**src/rtl/qenc_pkg.sv**
```systemverilog
package qenc_pkg;
  typedef enum logic [1:0] {
    FN_TICK = 2'd0,
    FN_X2A  = 2'd1,
    FN_X2B  = 2'd2,
    FN_X4   = 2'd3
  } fn_e;

  localparam int unsigned AD_CTRL  = 0;
  localparam int unsigned AD_COUNT = 1;
  localparam int unsigned AD_CEIL  = 2;
  localparam int unsigned AD_DIV   = 3;
  localparam int unsigned AD_EVENT = 4;

  localparam int unsigned BIT_RUN  = 0;
  localparam int unsigned BIT_BUF  = 1;
  localparam int unsigned BIT_FN   = 2;
  localparam int unsigned CTRL_W   = 5;
endpackage

```
**src/rtl/qenc_sync_edge.sv**
```systemverilog
module qenc_sync_edge #(
  parameter int N      = 2,
  parameter int STAGES = 2
) (
  input  logic         clk,
  input  logic         rst,
  input  logic [N-1:0] raw,
  output logic [N-1:0] lvl,
  output logic [N-1:0] edg
);
  for (genvar i = 0; i < N; i++) begin : g_ch
    logic [STAGES:0] sh;
    always_ff @(posedge clk) begin
      if (rst) sh <= '0;
      else     sh <= {sh[STAGES-1:0], raw[i]};
    end
    assign lvl[i] = sh[STAGES-1];
    assign edg[i] = sh[STAGES] ^ sh[STAGES-1];
  end
endmodule

```
**src/rtl/qenc_prescaler.sv**
```systemverilog
module qenc_prescaler #(
  parameter int W = 16
) (
  input  logic         clk,
  input  logic         rst,
  input  logic         run,
  input  logic         restart,
  input  logic         reload,
  input  logic [W-1:0] div_in,
  output logic         tick
);
  logic [W-1:0] cnt_q;
  logic [W-1:0] eff_q;

  assign tick = run && !restart && (cnt_q >= eff_q);

  always_ff @(posedge clk) begin
    if (rst) begin
      cnt_q <= '0;
      eff_q <= '0;
    end else begin
      if (restart || reload) cnt_q <= '0;
      else if (run)          cnt_q <= (cnt_q >= eff_q) ? '0 : cnt_q + 1'b1;
      if (restart || reload) eff_q <= div_in;
    end
  end

  p_psc_in_range_r2: assert property (@(posedge clk) disable iff (rst)
    cnt_q <= eff_q)
    else $error("divider phase beyond its limit");
endmodule

```
**src/rtl/qenc_step_decode.sv**
```systemverilog
module qenc_step_decode
  import qenc_pkg::*;
(
  input  fn_e        fn,
  input  logic       en,
  input  logic       tick,
  input  logic [1:0] lvl,
  input  logic [1:0] edg,
  output logic       step,
  output logic       down
);
  logic same;
  assign same = (lvl[0] == lvl[1]);

  always_comb begin
    step = 1'b0;
    down = 1'b0;
    unique case (fn)
      FN_TICK: begin step = tick;            down = 1'b0;  end
      FN_X2A:  begin step = edg[0];          down = same;  end
      FN_X2B:  begin step = edg[1];          down = !same; end
      FN_X4:   begin step = edg[0] ^ edg[1]; down = edg[0] ? same : !same; end
      default: begin step = 1'b0;            down = 1'b0;  end
    endcase
    step = step && en;
  end
endmodule

```
**src/rtl/qenc_timer.sv**
```systemverilog
module qenc_timer
  import qenc_pkg::*;
#(
  parameter int CNT_W       = 16,
  parameter int DIV_W       = 16,
  parameter int ADDR_W      = 3,
  parameter int SYNC_STAGES = 2
) (
  input  logic              clk,
  input  logic              rst,
  input  logic              wr_en,
  input  logic [ADDR_W-1:0] wr_addr,
  input  logic [CNT_W-1:0]  wr_data,
  input  logic [ADDR_W-1:0] rd_addr,
  output logic [CNT_W-1:0]  rd_data,
  input  logic              enc_a,
  input  logic              enc_b,
  output logic [CNT_W-1:0]  count_o,
  output logic              dir_o,
  output logic              upd_o
);
  localparam logic [CNT_W-1:0] CEIL_RST = '1;

  logic             run_q, buf_q, dir_q, upd_q;
  fn_e              fn_q;
  logic [CNT_W-1:0] cnt_q, ceil_q, ceil_eff, rd_q;
  logic [DIV_W-1:0] div_q;

  logic [1:0] lvl, edg;
  logic       tick, step, down;
  logic       wr_ctrl, wr_cnt, wr_ceil, wr_div, ug;
  logic       wrap_up, wrap_dn, wrap;
  logic [CTRL_W-1:0] ctrl_view;

  assign wr_ctrl = wr_en && (wr_addr == ADDR_W'(AD_CTRL));
  assign wr_cnt  = wr_en && (wr_addr == ADDR_W'(AD_COUNT));
  assign wr_ceil = wr_en && (wr_addr == ADDR_W'(AD_CEIL));
  assign wr_div  = wr_en && (wr_addr == ADDR_W'(AD_DIV));
  assign ug      = wr_en && (wr_addr == ADDR_W'(AD_EVENT)) && wr_data[0];

  qenc_sync_edge #(.N(2), .STAGES(SYNC_STAGES)) u_sync (
    .clk (clk),
    .rst (rst),
    .raw ({enc_b, enc_a}),
    .lvl (lvl),
    .edg (edg)
  );

  qenc_prescaler #(.W(DIV_W)) u_psc (
    .clk     (clk),
    .rst     (rst),
    .run     (run_q && (fn_q == FN_TICK)),
    .restart (ug),
    .reload  (wrap || ug),
    .div_in  (div_q),
    .tick    (tick)
  );

  qenc_step_decode u_dec (
    .fn   (fn_q),
    .en   (run_q),
    .tick (tick),
    .lvl  (lvl),
    .edg  (edg),
    .step (step),
    .down (down)
  );

  assign wrap_up = step && !down && (cnt_q >= ceil_eff);
  assign wrap_dn = step &&  down && (cnt_q == '0);
  assign wrap    = (wrap_up || wrap_dn) && !wr_cnt;

  always_ff @(posedge clk) begin
    if (rst) begin
      cnt_q <= '0;
      dir_q <= 1'b0;
      upd_q <= 1'b0;
    end else begin
      upd_q <= wrap;
      if (wr_cnt) begin
        cnt_q <= wr_data;
      end else if (step) begin
        dir_q <= down;
        if (wrap_up)      cnt_q <= '0;
        else if (wrap_dn) cnt_q <= ceil_eff;
        else if (down)    cnt_q <= cnt_q - 1'b1;
        else              cnt_q <= cnt_q + 1'b1;
      end
    end
  end

  always_ff @(posedge clk) begin
    if (rst) begin
      run_q    <= 1'b0;
      buf_q    <= 1'b0;
      fn_q     <= FN_TICK;
      ceil_q   <= CEIL_RST;
      ceil_eff <= CEIL_RST;
      div_q    <= '0;
    end else begin
      if (wr_ctrl) begin
        run_q <= wr_data[BIT_RUN];
        buf_q <= wr_data[BIT_BUF];
        fn_q  <= fn_e'(wr_data[BIT_FN +: 2]);
      end
      if (wr_ceil) ceil_q <= wr_data;
      if (wr_div)  div_q  <= wr_data[DIV_W-1:0];
      if (wr_ceil && !buf_q) ceil_eff <= wr_data;
      else if (wrap || ug)   ceil_eff <= ceil_q;
    end
  end

  assign ctrl_view = {dir_q, fn_q, buf_q, run_q};

  always_ff @(posedge clk) begin
    if (rst) begin
      rd_q <= '0;
    end else begin
      unique case (rd_addr)
        ADDR_W'(AD_CTRL):  rd_q <= CNT_W'(ctrl_view);
        ADDR_W'(AD_COUNT): rd_q <= cnt_q;
        ADDR_W'(AD_CEIL):  rd_q <= ceil_q;
        ADDR_W'(AD_DIV):   rd_q <= CNT_W'(div_q);
        default:           rd_q <= '0;
      endcase
    end
  end

  assign rd_data = rd_q;
  assign count_o = cnt_q;
  assign dir_o   = dir_q;
  assign upd_o   = upd_q;

  p_freeze_r3: assert property (@(posedge clk) disable iff (rst)
    (!run_q && !wr_cnt) |=> $stable(cnt_q))
    else $error("count moved while stopped");

  p_x2a_ignores_b_r4: assert property (@(posedge clk) disable iff (rst)
    (run_q && fn_q == FN_X2A && !edg[0] && !wr_cnt) |=> $stable(cnt_q))
    else $error("count moved without an A edge");

  p_x2b_ignores_a_r5: assert property (@(posedge clk) disable iff (rst)
    (run_q && fn_q == FN_X2B && !edg[1] && !wr_cnt) |=> $stable(cnt_q))
    else $error("count moved without a B edge");

  p_x4_collision_r6: assert property (@(posedge clk) disable iff (rst)
    (fn_q == FN_X4 && edg[0] && edg[1] && !wr_cnt) |=> $stable(cnt_q))
    else $error("double edge was counted");

  p_tick_dir_up_r7: assert property (@(posedge clk) disable iff (rst)
    (fn_q == FN_TICK && step && !wr_cnt) |=> !dir_q)
    else $error("tick counting flagged downward");

  p_wrap_up_zero_r8: assert property (@(posedge clk) disable iff (rst)
    (upd_q && !dir_q) |-> (cnt_q == '0))
    else $error("upward wrap did not land on zero");

  p_ceil_hold_r9: assert property (@(posedge clk) disable iff (rst)
    (buf_q && !wrap && !ug) |=> $stable(ceil_eff))
    else $error("buffered ceiling changed outside an update event");
endmodule

```
**config.mk**
```make
export PLATFORM = sky130hd
export DESIGN_NAME = qenc_timer
export DESIGN_NICKNAME = d
export VERILOG_FILES = /design/src/rtl/qenc_pkg.sv /design/src/rtl/qenc_sync_edge.sv /design/src/rtl/qenc_prescaler.sv /design/src/rtl/qenc_step_decode.sv /design/src/rtl/qenc_timer.sv
export SDC_FILE = /design/constraint.sdc
export NUM_CORES = 1
export LEC_CHECK = 0
export CORE_MARGIN = 5
export CORE_UTILIZATION = 50
export CTS_BUF_LIST = sky130_fd_sc_hd__clkbuf_16
export CTS_CLUSTER_SIZE = 12
export DETAILED_ROUTE_END_ITERATION = 7
export PLACE_DENSITY = 0.79
export SYNTH_ARGS = -nofsm -noshare
export SYNTH_HDL_FRONTEND = slang
export SYNTH_SLANG_ARGS = --single-unit
```
**constraint.sdc**
```tcl
create_clock -name clk -period 8.7 [get_ports clk]
set_clock_uncertainty 0.1 [all_clocks]
set_input_delay 0.87 -clock clk [delete_from_list [all_inputs] [get_ports clk]]
set_output_delay 0.87 -clock clk [all_outputs]
set_load 0.01 [all_outputs]
```
After elaboration in Yosys (flattened, before gate mapping)

Cells that the tools add are included.

$add $sub $neg: 3
Multiply operators: 0
Eq/ne operators: 11
Reduce and logical (&&, ||, !) cells: 32
Bitwise logic cells: 4
Divide/modulo/power cells: 0
Multiplexer cells: 12
Order comparisons: 2
Shift-type cells: 0

Operators with widths:

| kind                                                                   | count |
|---|---|
| 16-bit two-way mux                                                     | 8 |
| 16-bit case mux with 4 select lines                                    | 1 |
| 16-bit by 1-bit adder with 16-bit output (second input constant)       | 2 |
| 16-bit greater-or-equal comparator                                     | 2 |
| 1-bit logical AND                                                      | 16 |
| 16-bit logical NOT                                                     | 1 |
| 16-bit by 1-bit subtractor with 16-bit output (second input constant)  | 1 |
| 3-bit by 2-bit equality test with 1-bit output (second input constant) | 4 |
| 1-bit case mux with 4 select lines                                     | 2 |
| 3-bit by 1-bit equality test with 1-bit output (second input constant) | 2 |
| 3-bit logical NOT                                                      | 2 |
| 1-bit logical NOT                                                      | 5 |
| 2-bit equality test (second input constant)                            | 2 |
| 2-bit nonzero test                                                     | 2 |
| 3-bit equality test (second input constant)                            | 1 |
| 1-bit logical OR                                                       | 3 |
| 1-bit XOR                                                              | 3 |
| 2-bit by 1-bit equality test with 1-bit output (second input constant) | 1 |
| 2-bit logical NOT                                                      | 1 |
| 2-bit AND reduction                                                    | 1 |
| 2-bit OR reduction                                                     | 1 |
| 1-bit equality test                                                    | 1 |
| 1-bit two-way mux                                                      | 1 |
| 1-bit inverter                                                         | 1 |

Memories kept: 0
ROM bits: 0
Word-level logic and storage cells: 78
Bits of input ports: 27
RAM bits: 0
Register bits after elaboration: 124
Bits in latches: 0

Longest topological paths before layout

Gate-level depths: netlist of run 1.

Word-level depth: 15
Mapped depth: 13

By module

Synthesis of run 1 repeated with hierarchy kept, for this count alone.

Cell total of the unflattened synthesis: 820
Area total of the unflattened synthesis: 6,856.6 sq um

By module, submodules not included:

| module           | cells an instance | instances | area each (sq um) | seq. area each (sq um) |
|---|---|---|---|---|
| qenc_timer       | 582               | 1         | 4,867.2           | 1,721.7 |
| qenc_prescaler   | 211               | 1         | 1,732.9           | 640.6 |
| qenc_sync_edge   | 16                | 1         | 192.7             | 120.1 |
| qenc_step_decode | 11                | 1         | 63.8              | 0.0 |

Worst setup path before layout of run 1

OpenSTA, ideal clock, no wires.

Kind: flip-flop to flip-flop
From: register u_sync.g_ch[1].sh[1]
To: register cnt_q[12] (netlist: count_o[12])
Path slack: 5.812 ns
Data required time: 8.468 ns
Buffers on the path: 0
Library setup time: 0.132 ns
Cell stages (with the launch flop): 14
Arrival: 2.656 ns
Cell sequence: dfxtp_1 -> xnor2_2 -> mux2_4 -> nand2_2 -> xnor2_1 -> ha_1 -> nand3_1 -> or4_1 -> a21oi_1 -> a31oi_1 -> xor2_1 -> nor2_1 -> o21ai_0 -> a31oi_1

Longest elaborated chain between the ends: 10
Elaborated cells between the ends (all ways): 19
Classes of those cells: 1 x eq/ne; 8 x mux; 2 x bitwise; 8 x reduce/logical

RTL lines:

| what                                                                    | line                                           | source |
|---|---|---|
| start: declaration                                                      | qenc_sync_edge.sv:12                           | `logic [STAGES:0] sh;` |
| start signal: assignment                                                | qenc_sync_edge.sv:15                           | `else sh <= {sh[STAGES-1:0], raw[i]};` |
| 1-bit XOR or 1-bit equality test (tied branches)                        | qenc_sync_edge.sv:18, qenc_step_decode.sv:13   |  |
| 1-bit XOR or 1-bit logical NOT (tied branches)                          | qenc_step_decode.sv:22, qenc_step_decode.sv:21 |  |
| 1-bit case mux with 4 select lines or 1-bit two-way mux (tied branches) | qenc_step_decode.sv:18, qenc_step_decode.sv:22 |  |
| 1-bit logical AND or 1-bit case mux with 4 select lines (tied branches) | qenc_step_decode.sv:25, qenc_step_decode.sv:18 |  |
| 1-bit logical AND or 1-bit logical NOT (tied branches)                  | qenc_timer.sv:70, qenc_timer.sv:69             |  |
| 1-bit logical AND (on tied branches)                                    | qenc_timer.sv:70, qenc_timer.sv:69             |  |
| 16-bit two-way mux or 1-bit logical AND (tied branches)                 | qenc_timer.sv:85, qenc_timer.sv:69             |  |
| 16-bit two-way mux                                                      | qenc_timer.sv:84                               | `if (wrap_up) cnt_q <= '0;` |
| 16-bit two-way mux                                                      | qenc_timer.sv:82                               | `end else if (step) begin` |
| 16-bit two-way mux                                                      | qenc_timer.sv:80                               | `if (wr_cnt) begin` |
| end signal: assignment                                                  | qenc_timer.sv:81                               | `cnt_q <= wr_data;` |
| end signal: assignment                                                  | qenc_timer.sv:85                               | `else if (wrap_dn) cnt_q <= ceil_eff;` |
| end signal: assignment                                                  | qenc_timer.sv:86                               | `else if (down) cnt_q <= cnt_q - 1'b1;` |
| end: declaration                                                        | qenc_timer.sv:26                               | `logic [CNT_W-1:0] cnt_q, ceil_q, ceil_eff, rd_q;` |

Parallel ways exist; a longest one is shown, timed or not. The select of a mux whose other input is x is not followed.
A chain may end at the register's enable or synchronous reset.

Worst setup path after layout of run 1

From: register cnt_q[10] (netlist: count_o[10])
To: register u_psc.cnt_q[5]

Longest elaborated chain between the ends: 7
Elaborated cells between the ends (all ways): 9
Classes of those cells: 1 x order compare; 8 x reduce/logical

RTL lines:

| what                                                                     | line                               | source |
|---|---|---|
| 16-bit greater-or-equal comparator or 16-bit logical NOT (tied branches) | qenc_timer.sv:69, qenc_timer.sv:70 |  |
| 1-bit logical AND (on tied branches)                                     | qenc_timer.sv:69, qenc_timer.sv:70 |  |
| 1-bit logical OR (*)                                                     | qenc_timer.sv:71                   | `assign wrap = (wrap_up \|\| wrap_dn) && !wr_cnt;` |
| 1-bit logical AND (*)                                                    | qenc_timer.sv:71                   |  |
| 1-bit logical OR (*)                                                     | qenc_timer.sv:54                   | `.reload (wrap \|\| ug),` |
| 1-bit logical OR (*)                                                     | qenc_prescaler.sv:22               | `if (restart \|\| reload) cnt_q <= '0;` |
| 2-bit OR reduction (no line) (*)                                         | n/a                                |  |
| end signal: assignment                                                   | qenc_prescaler.sv:23               | `else if (run) cnt_q <= (cnt_q >= eff_q) ? '0 : cnt_q + 1'b1;` |
| end: declaration                                                         | qenc_prescaler.sv:12               | `logic [W-1:0] cnt_q;` |

Mark *: on every way between the ends. The rest lies on a longest branch, timed or not.

==> metrics.log, run 1 <==
INFO  metric critPathMaxFanout = 18
INFO  metric critical_path_required = 8.95 ns
INFO  metric criticalPathCategory = reg -> reg
INFO  metric n_antenna_cell = 0
INFO  metric synth_top_family_by_area = simple AND/OR/NAND/NOR gates
INFO  metric finalWeightedCongestion = 0.973
INFO  metric synth-xor-area-share = 4.83%
INFO  metric synth_top_area_cell = sky130_fd_sc_hd__dfxtp_1
INFO  metric synth-seq-area-share = 37.2%
INFO  metric timing.hold.worst.class = reg -> reg
INFO  metric timing_max_transition_violations_final = 0
INFO  metric grt_setup_unrepaired = no
INFO  metric numPortBuffers = 60
INFO  metric globalRoute.totalOverflow = 0
INFO  metric tns = 0 ns
INFO  metric dieArea = 15800 um2
INFO  metric grt_util_all_layers = 22.8%
INFO  metric timing_worst_slew_pin_value = 1.17 ns
INFO  metric die_height = 126 um
INFO  metric crit_path_start_kind = flop
INFO  metric power_density = 177 nW/um2
INFO  metric insertion_delay = 0.42 ns
INFO  metric post_cts_resize_count = 0
INFO  metric synth_enable_flop_cells = 0
INFO  metric endpoint_kind = flop
INFO  metric clock_sinks = 124
INFO  metric synth.net_count = 862
INFO  metric first_drt_iteration_drcs = 694
INFO  metric finalSetupViolCount = 0
INFO  metric arrival = 4.02 ns
INFO  metric post-synth-top-area-fraction = 37.2%
INFO  metric initial_utilization = 50.6%
INFO  metric run_status = finished clean
INFO  metric finalWorstPathRequiredPeriod = 3.77 ns
INFO  metric grt.busiest_layer = met2
INFO  metric avgSynthCellArea = 8.34 um2
INFO  metric cts-hold-fix-buffers = 0
INFO  metric synth-compound-area-share = 13.4%
INFO  metric max_clock_freq = 0.266 GHz
INFO  metric ys_async_sr_fraction = 0%
INFO  metric cts_htree_levels = 4
INFO  metric slew_headroom = 21.6%
INFO  metric synthesis.yosys.warnings = 0
INFO  metric nNetsFinal = 895
INFO  metric cts_root_buffer = sky130_fd_sc_hd__clkbuf_16
INFO  metric syn_to_final_growth = 17.6%
INFO  metric place_worst_setup_slack = 4.74 ns
INFO  metric dieWidth = 126 um
INFO  metric final.fill_count = 1131
INFO  metric synth_fa_ha_area_share = 6.37%
INFO  metric vias_in_the_first_global_route = 5649
INFO  metric placement_rows = 42
INFO  metric synth_simple_gate_area_share = 22.8%
INFO  metric numCtsBuffers = 17
INFO  metric grt_max_degree = 63
INFO  metric timing.max_cap.violations = 0
INFO  metric routing_usage_on_met2 = 36.6%
INFO  metric synth.mux.area_fraction = 10.1%
INFO  metric cts_tree = built
INFO  metric ys_ff_latch = 124
INFO  metric vdd.ir_drop.worst = 120 uV
INFO  metric hold_slack = 0.342 ns
INFO  metric first_pass_iters = 6
INFO  metric synth.top_cells.by_area = sky130_fd_sc_hd__dfxtp_1, sky130_fd_sc_hd__mux2i_1, sky130_fd_sc_hd__ha_1
INFO  metric total_leakage_power = 0.00334 uW
INFO  metric final-hold-violation-count = 0
INFO  metric number_of_top_level_design_ports = 61
INFO  metric postLayoutSetupSlackWorst = 4.93 ns
INFO  metric placeableCoreArea = 13200 um2
INFO  metric hpwlAfterDp = 12700 um
INFO  metric count_of_antenna_violating_nets_left_after_detailed_routing = 0
INFO  metric final_min_period_over_clock_period = 43.3%
INFO  metric routed_wl = 18000 um
INFO  metric post_cts.repair.setup_buffers = 0
INFO  metric wl_per_cell = 17.6 um
INFO  metric cts.clk_slew.worst_paths = 0.06 ns
INFO  metric drt_drc_violations_left = 0
INFO  metric distinct_cells_synth = 67
INFO  metric cts_max_path_buffers = 2
INFO  metric gr-usage-met1 = 30.0%
INFO  metric most_used_dff_post_synth = sky130_fd_sc_hd__dfxtp_1
INFO  metric mean_number_of_vias_per_cell = 5.82
INFO  metric drive_above_1_share = 7.46%
INFO  metric synth_cells = 801
INFO  metric antenna_found_initial = 0
INFO  metric area_of_the_mapped_netlist = 6680 um2
INFO  metric met3_usage_in_global_routing = 6.01%
INFO  metric grt_first_pass_wirelength = 29100 um
INFO  metric num_vias = 5941
synthesized netlist by cell type, types with 2 or more instances:
| cell | n |
|---|---|
| sky130_fd_sc_hd__mux2_2 | 11 |
| sky130_fd_sc_hd__or4_1 | 3 |
| sky130_fd_sc_hd__inv_1 | 35 |
| sky130_fd_sc_hd__nor2_1 | 95 |
| sky130_fd_sc_hd__nand2_1 | 99 |
| sky130_fd_sc_hd__a31oi_1 | 14 |
| sky130_fd_sc_hd__buf_2 | 5 |
| sky130_fd_sc_hd__nor4_1 | 3 |
| sky130_fd_sc_hd__a211oi_1 | 3 |
| sky130_fd_sc_hd__nand3_1 | 44 |
| sky130_fd_sc_hd__clkbuf_1 | 40 |
| sky130_fd_sc_hd__nor2b_1 | 10 |
| sky130_fd_sc_hd__dfxtp_1 | 124 |
| sky130_fd_sc_hd__nor4_2 | 2 |
| sky130_fd_sc_hd__xnor2_1 | 17 |
| sky130_fd_sc_hd__o22ai_1 | 5 |
| sky130_fd_sc_hd__o22a_1 | 5 |
| sky130_fd_sc_hd__o21ai_2 | 2 |
| sky130_fd_sc_hd__nand4_1 | 10 |
| sky130_fd_sc_hd__nand2b_1 | 6 |
| sky130_fd_sc_hd__a21oi_1 | 57 |
| sky130_fd_sc_hd__a22oi_1 | 11 |
| sky130_fd_sc_hd__or2_2 | 4 |
| sky130_fd_sc_hd__nor3_1 | 14 |
| sky130_fd_sc_hd__ha_1 | 34 |
| sky130_fd_sc_hd__xor2_1 | 18 |
| sky130_fd_sc_hd__buf_8 | 2 |
| sky130_fd_sc_hd__nand4b_1 | 4 |
| sky130_fd_sc_hd__and3_1 | 14 |
| sky130_fd_sc_hd__o21ai_0 | 14 |
| sky130_fd_sc_hd__o32ai_1 | 2 |
| sky130_fd_sc_hd__a21o_1 | 4 |
| sky130_fd_sc_hd__mux2i_1 | 49 |
| sky130_fd_sc_hd__nor3b_1 | 3 |
| sky130_fd_sc_hd__o211ai_1 | 6 |
final timing paths:
kind,from,end,slack (ns),depth (start not counted)
worst max register to register,count_o[10],u_psc.cnt_q[5],4.93,10
worst max-delay path,count_o[10],u_psc.cnt_q[5],4.93,10
worst min register to register,u_sync.g_ch[1].sh[0],u_sync.g_ch[1].sh[1],0.34,1
worst min-delay path,u_sync.g_ch[1].sh[0],u_sync.g_ch[1].sh[1],0.34,1
cell families (layout without fill, tap and decap cells):
group / after synthesis / after routing
flip-flops: 124 / 124
buffers and inverters: 85 / 128
XOR/XNOR: 36 / 36
adder cells (fa/ha/maj): 34 / 34
multiplexers: 63 / 63
AND/OR/NAND/NOR: 322 / 322
AO/OA/AOI/OAI: 137 / 137
placed cells by master (no fill, tap or decap), types with 14 or more instances in the layout:
cell type and count:
sky130_fd_sc_hd__a21oi_1 57, sky130_fd_sc_hd__a31oi_1 14, sky130_fd_sc_hd__and3_1 14, sky130_fd_sc_hd__clkbuf_16 17, sky130_fd_sc_hd__clkdlybuf4s50_1 59, sky130_fd_sc_hd__dfxtp_1 124
sky130_fd_sc_hd__ha_1 34, sky130_fd_sc_hd__inv_1 37, sky130_fd_sc_hd__mux2i_1 49, sky130_fd_sc_hd__nand2_1 99, sky130_fd_sc_hd__nand3_1 44, sky130_fd_sc_hd__nor2_1 95
sky130_fd_sc_hd__nor3_1 14, sky130_fd_sc_hd__o21ai_0 14, sky130_fd_sc_hd__xnor2_1 17, sky130_fd_sc_hd__xor2_1 18
routing by layer:
metal  wire, um  vias to the layer above
li1           -                     2859
met1       7630                     2769
met2       8500                      267
met3       1450                       46
met4        389                        0
met5          0                        -
area by class of cell:
type | count | area (um2) | area share, %
multi-input cells | 592 | 3840 | 48.9
flip-flops and latches | 124 | 2480 | 31.6
repair buffers | 64 | 626 | 7.96
clock buffers | 17 | 425 | 5.41
well taps | 176 | 220 | 2.80
clock inverters | 12 | 134 | 1.70
inverters | 35 | 131 | 1.67
worst max-delay path, cell delays in order, from the launching register on:
cell and delay [ns]:
sky130_fd_sc_hd__dfxtp_1 0.62, sky130_fd_sc_hd__ha_1 0.35, sky130_fd_sc_hd__a21oi_1 0.13, sky130_fd_sc_hd__a21boi_1 0.08, sky130_fd_sc_hd__a2111o_1 0.39, sky130_fd_sc_hd__a211oi_1 0.32, sky130_fd_sc_hd__o21ai_2 0.14, sky130_fd_sc_hd__a31oi_4 0.71
sky130_fd_sc_hd__buf_4 0.44, sky130_fd_sc_hd__o211ai_4 0.23, sky130_fd_sc_hd__nor2_1 0.19
where the power goes:
part           switching [uW]  internal [uW]  leakage, uW
clock                     247            438     0.000284
sequential               13.9            580      0.00101
combinational            59.8           47.7      0.00205
metrics by stage:
| stage | cells | power [uW] | utilization, % | instance area (um2) |
|---|---|---|---|---|
| after detailed placement | 991 | 711 | 55.3 | 7300 |
| final | 1020 | 1390 | 59.6 | 7860 |
| after global routing | 1020 | 1430 | 59.6 | 7860 |
| after CTS | 1020 | 1390 | 59.6 | 7860 |
| after global placement | 991 | 709 | 55.3 | 7300 |
| after floorplan | 801 | 668 | - | 6680 |
registers in the layout, summed over array words and instances, names as in the netlist, 2 cells and up:
register	flops
ceil_eff	16
ceil_q	16
count_o	16
div_q	16
fn_q	2
rd_data	16
u_psc.cnt_q	16
u_psc.eff_q	16
u_sync.g_ch.sh	6
Note: power is estimated with default switching activity, not from simulation.
==> run 2: changes to the inputs <==
--- a/config.mk
+++ b/config.mk
@@ -10,7 +10,7 @@
 export CTS_BUF_LIST = sky130_fd_sc_hd__clkbuf_16
 export CTS_CLUSTER_SIZE = 12
 export DETAILED_ROUTE_END_ITERATION = 7
-export PLACE_DENSITY = 0.79
+export PLACE_DENSITY = 0.82
 export SYNTH_ARGS = -nofsm -noshare
 export SYNTH_HDL_FRONTEND = slang
 export SYNTH_SLANG_ARGS = --single-unit
==> constraint.sdc (replaced) <==
create_clock -name clk -period 3 [get_ports clk]
set_clock_uncertainty 0.1 [all_clocks]
set_input_delay 0.3 -clock clk [delete_from_list [all_inputs] [get_ports clk]]
set_output_delay 0.3 -clock clk [all_outputs]
set_load 0.01 [all_outputs]
==> run 2 against run 1 <==
Net effect: global-route usage increased by 0.78 points; wire length grew 2.8%; first-iteration DRC count down 16%; via count is 3.9% higher; count of clock-buffer cells in the layout unchanged; sequential power rose to 2.9 times the previous value; non-clock buffer count rose by 40; critical endpoint is now ceil_eff[1].
==> metrics.log, run 2 (synthesis gave the netlist of run 1 again) <==
INFO  metric initial_utilization = 50.6% (unchanged)
INFO  metric cts_max_path_buffers = 2 (unchanged)
INFO  metric grt_first_pass_wirelength = 30300 um (was 29100 um)
INFO  metric hpwlAfterDp = 13400 um (was 12700 um)
INFO  metric crit_path_cell_trace = inv_1 -> ha_1 -> a211oi_2 -> nor2_1 -> or3_4 -> a211oi_4 -> o21ai_2 -> a31oi_4 -> buf_12 -> mux2i_1 -> a21oi_1 (was ha_1 -> a21oi_1 -> a21boi_1 -> a2111o_1 -> a211oi_1 -> o21ai_2 -> a31oi_4 -> buf_4 -> o211ai_4 -> nor2_1)
INFO  metric n_antenna_cell = 0 (unchanged)
INFO  metric antenna_found_initial = 0 (unchanged)
INFO  metric placed_cell_area = 7590 um2 (was 7300 um2)
INFO  metric slew_headroom = 32.7% (was 21.6%)
INFO  metric critical_path.slowest_cell = sky130_fd_sc_hd__or3_4 (was sky130_fd_sc_hd__a31oi_4)
INFO  metric mostFrequentLayoutCell = sky130_fd_sc_hd__dfxtp_1 (unchanged)
INFO  metric timing.max_cap.violations = 0 (unchanged)
INFO  metric endpoint_kind = flop (unchanged)
INFO  metric timing.reg2reg.setup_slack = 0.14 ns (was 4.93 ns)
INFO  metric clock_sinks = 124 (unchanged)
INFO  metric place_worst_setup_slack = -0.0381 ns (was 4.74 ns)
INFO  metric cts.clk_slew.worst_paths = 0.06 ns (about the same)
INFO  metric finalWorstPathRequiredPeriod = 2.86 ns (was 3.77 ns)
INFO  metric finalSetupViolCount = 0 (unchanged)
INFO  metric cts_root_buffer = sky130_fd_sc_hd__clkbuf_16 (unchanged)
INFO  metric cp_top_family = compound AO/OA/AOI/OAI gates (unchanged)
INFO  metric regToRegStartpoint = u_psc.eff_q[13] (was count_o[10])
INFO  metric power_density = 485 nW/um2 (was 177 nW/um2)
INFO  metric max_clock_freq = 0.350 GHz (was 0.266 GHz)
INFO  metric power.sequential.fraction = 43.0% (was 42.8%)
INFO  metric dieArea = 15800 um2 (unchanged)
INFO  metric total_leakage_power = 0.00353 uW (was 0.00334 uW)
INFO  metric hold_path_end = u_psc.eff_q[4] (was u_sync.g_ch[1].sh[1])
INFO  metric routed_wl = 18500 um (was 18000 um)
INFO  metric finalWeightedCongestion = 0.931 (was 0.973)
INFO  metric die_height = 126 um (unchanged)
INFO  metric placement_rows = 42 (unchanged)
INFO  metric drive_above_1_share = 12.6% (was 7.46%)
INFO  metric timing.hold.worst.class = in -> reg (was reg -> reg)
INFO  metric placeableCoreArea = 13200 um2 (unchanged)
INFO  metric mean_number_of_vias_per_cell = 5.80 (was 5.82)
INFO  metric arrival = 3.02 ns (was 4.02 ns)
INFO  metric wl_per_cell = 17.4 um (was 17.6 um)
INFO  metric crit_path_start_kind = flop (unchanged)
INFO  metric drt_drc_violations_left = 0 (unchanged)
INFO  metric number_of_top_level_design_ports = 61 (unchanged)
INFO  metric final_cell_area = 8190 um2 (was 7860 um2)
INFO  metric p_clk_share = 48.1% (was 49.4%)
INFO  metric num_vias = 6170 (was 5941)
INFO  metric insertion_delay = 0.42 ns (about the same)
INFO  metric first_drt_iteration_drcs = 585 (was 694)
INFO  metric timing_max_transition_violations_final = 0 (unchanged)
INFO  metric syn_to_final_growth = 22.6% (was 17.6%)
INFO  metric dieWidth = 126 um (unchanged)
INFO  metric critPathMaxFanout = 23 (was 18)
INFO  metric worstPathBufferInverterCount = 2 (was 1)
INFO  metric setup.worst_path.start = u_psc.eff_q[13] (was count_o[10])
INFO  metric tns = 0 ns (unchanged)
INFO  metric cts-hold-fix-buffers = 0 (unchanged)
INFO  metric criticalPathCategory = reg -> reg (unchanged)
INFO  metric grt_max_degree = 29 (was 63)
INFO  metric run_status = finished clean (unchanged)
INFO  metric nNetsFinal = 935 (was 895)
INFO  metric worst_r2r_endpoint = ceil_eff[1] (was u_psc.cnt_q[5])
INFO  metric globalRoute.totalOverflow = 0 (unchanged)
INFO  metric layout_common_cells = sky130_fd_sc_hd__dfxtp_1, sky130_fd_sc_hd__nand2_1, sky130_fd_sc_hd__nor2_1 (unchanged)
INFO  metric internal_power = 2970 uW (was 1070 uW)
INFO  metric critical_path_required = 3.16 ns (was 8.95 ns)
INFO  metric timing.hold.worst_path_depth = 2 (was 1)
INFO  metric r2r.worst_path.cells = 11 (was 10)
INFO  metric timing.hold.worst.start = rst (was u_sync.g_ch[1].sh[0])
INFO  metric total_switching_power = 998 uW (was 321 uW)
INFO  metric numPortBuffers = 60 (unchanged)
INFO  metric cts_htree_levels = 4 (unchanged)
INFO  metric postLayoutSetupSlackWorst = 0.139 ns (was 4.93 ns)
INFO  metric vias_in_the_first_global_route = 6055 (was 5649)
INFO  metric utilization = 62.1% (was 59.6%)
INFO  metric cts_tree = built (unchanged)
INFO  metric count_of_antenna_violating_nets_left_after_detailed_routing = 0 (unchanged)
INFO  metric final-hold-violation-count = 0 (unchanged)
INFO  metric design_power_total = 3970 uW (was 1390 uW)
INFO  metric numCtsBuffers = 17 (unchanged)
INFO  metric critPathMaxStageDelay = 0.37 ns (was 0.71 ns)
INFO  metric power.combinational.fraction = 8.9% (was 7.8%)
INFO  metric first_pass_iters = 5 (was 6)
INFO  metric timing_worst_slew_pin_value = 1.01 ns (was 1.17 ns)
INFO  metric final_min_period_over_clock_period = 95.4% (was 43.3%)
INFO  metric sw_frac_of_total = 25.1% (was 23.2%)
INFO  metric grt_util_all_layers = 23.6% (was 22.8%)
INFO  metric vdd.ir_drop.worst = 377 uV (was 120 uV)
run 2: how the worst max path moves through the flow:
stage                   to  slack, ns  depth (start not counted)
4_1_cts        ceil_eff[8]      0.009                         11
3_5_place_dp   count_o[12]      -0.04                         13
3_3_place_gp   count_o[12]       0.08                         13
5_1_grt        count_o[12]      -0.01                         13
6_report       ceil_eff[1]       0.14                         11
2_1_floorplan  count_o[12]       0.11                         13
run 2: worst register-to-register path, cell delays in order, from the launching register on:
cell and delay [ns]:
sky130_fd_sc_hd__dfxtp_1 0.33, sky130_fd_sc_hd__inv_1 0.05, sky130_fd_sc_hd__ha_1 0.32, sky130_fd_sc_hd__a211oi_2 0.23, sky130_fd_sc_hd__nor2_1 0.07, sky130_fd_sc_hd__or3_4 0.37, sky130_fd_sc_hd__a211oi_4 0.30, sky130_fd_sc_hd__o21ai_2 0.18
sky130_fd_sc_hd__a31oi_4 0.22, sky130_fd_sc_hd__buf_12 0.23, sky130_fd_sc_hd__mux2i_1 0.23, sky130_fd_sc_hd__a21oi_1 0.08
run 2: cell type report:
class / count / area [um2]
fill: 1070 / 5000
multi-input combinational: 592 / 3860
sequential: 124 / 2480
timing repair buffer: 104 / 942
clock buffer: 17 / 425
tap: 176 / 220
inverter: 35 / 131
clock inverter: 15 / 126
run 2: through the flow:
step                      hold slack [ns]  std cells
final                               0.146       1063
after global routing                0.139       1063
after CTS                           0.133       1061
after detailed placement            0.326       1028
after global placement              0.324       1028
after floorplan                     0.314        801
run 2: layer usage:
layer / track usage, % / wire, um
met3: 4.82 / 1270
met5: 0 / 0
met1: 29.8 / 7620
met4: 10.7 / 637
met2: 38.8 / 8940
run 2: what timing repair did:
action,4_1_cts,5_1_grt
setup endpoints to repair,1,37
gates resized for setup,0,8
cloned,0,0
pin swaps,1,4
setup buffers,1,2
run 2: power groups by stage:
stage	registers [uW]	clock network (uW)	logic, uW
2_1_floorplan	1740	0	197
3_3_place_gp	1740	0	338
3_5_place_dp	1740	0	342
4_1_cts	1710	1920	348
5_1_grt	1710	2000	381
6_report	1710	1910	354
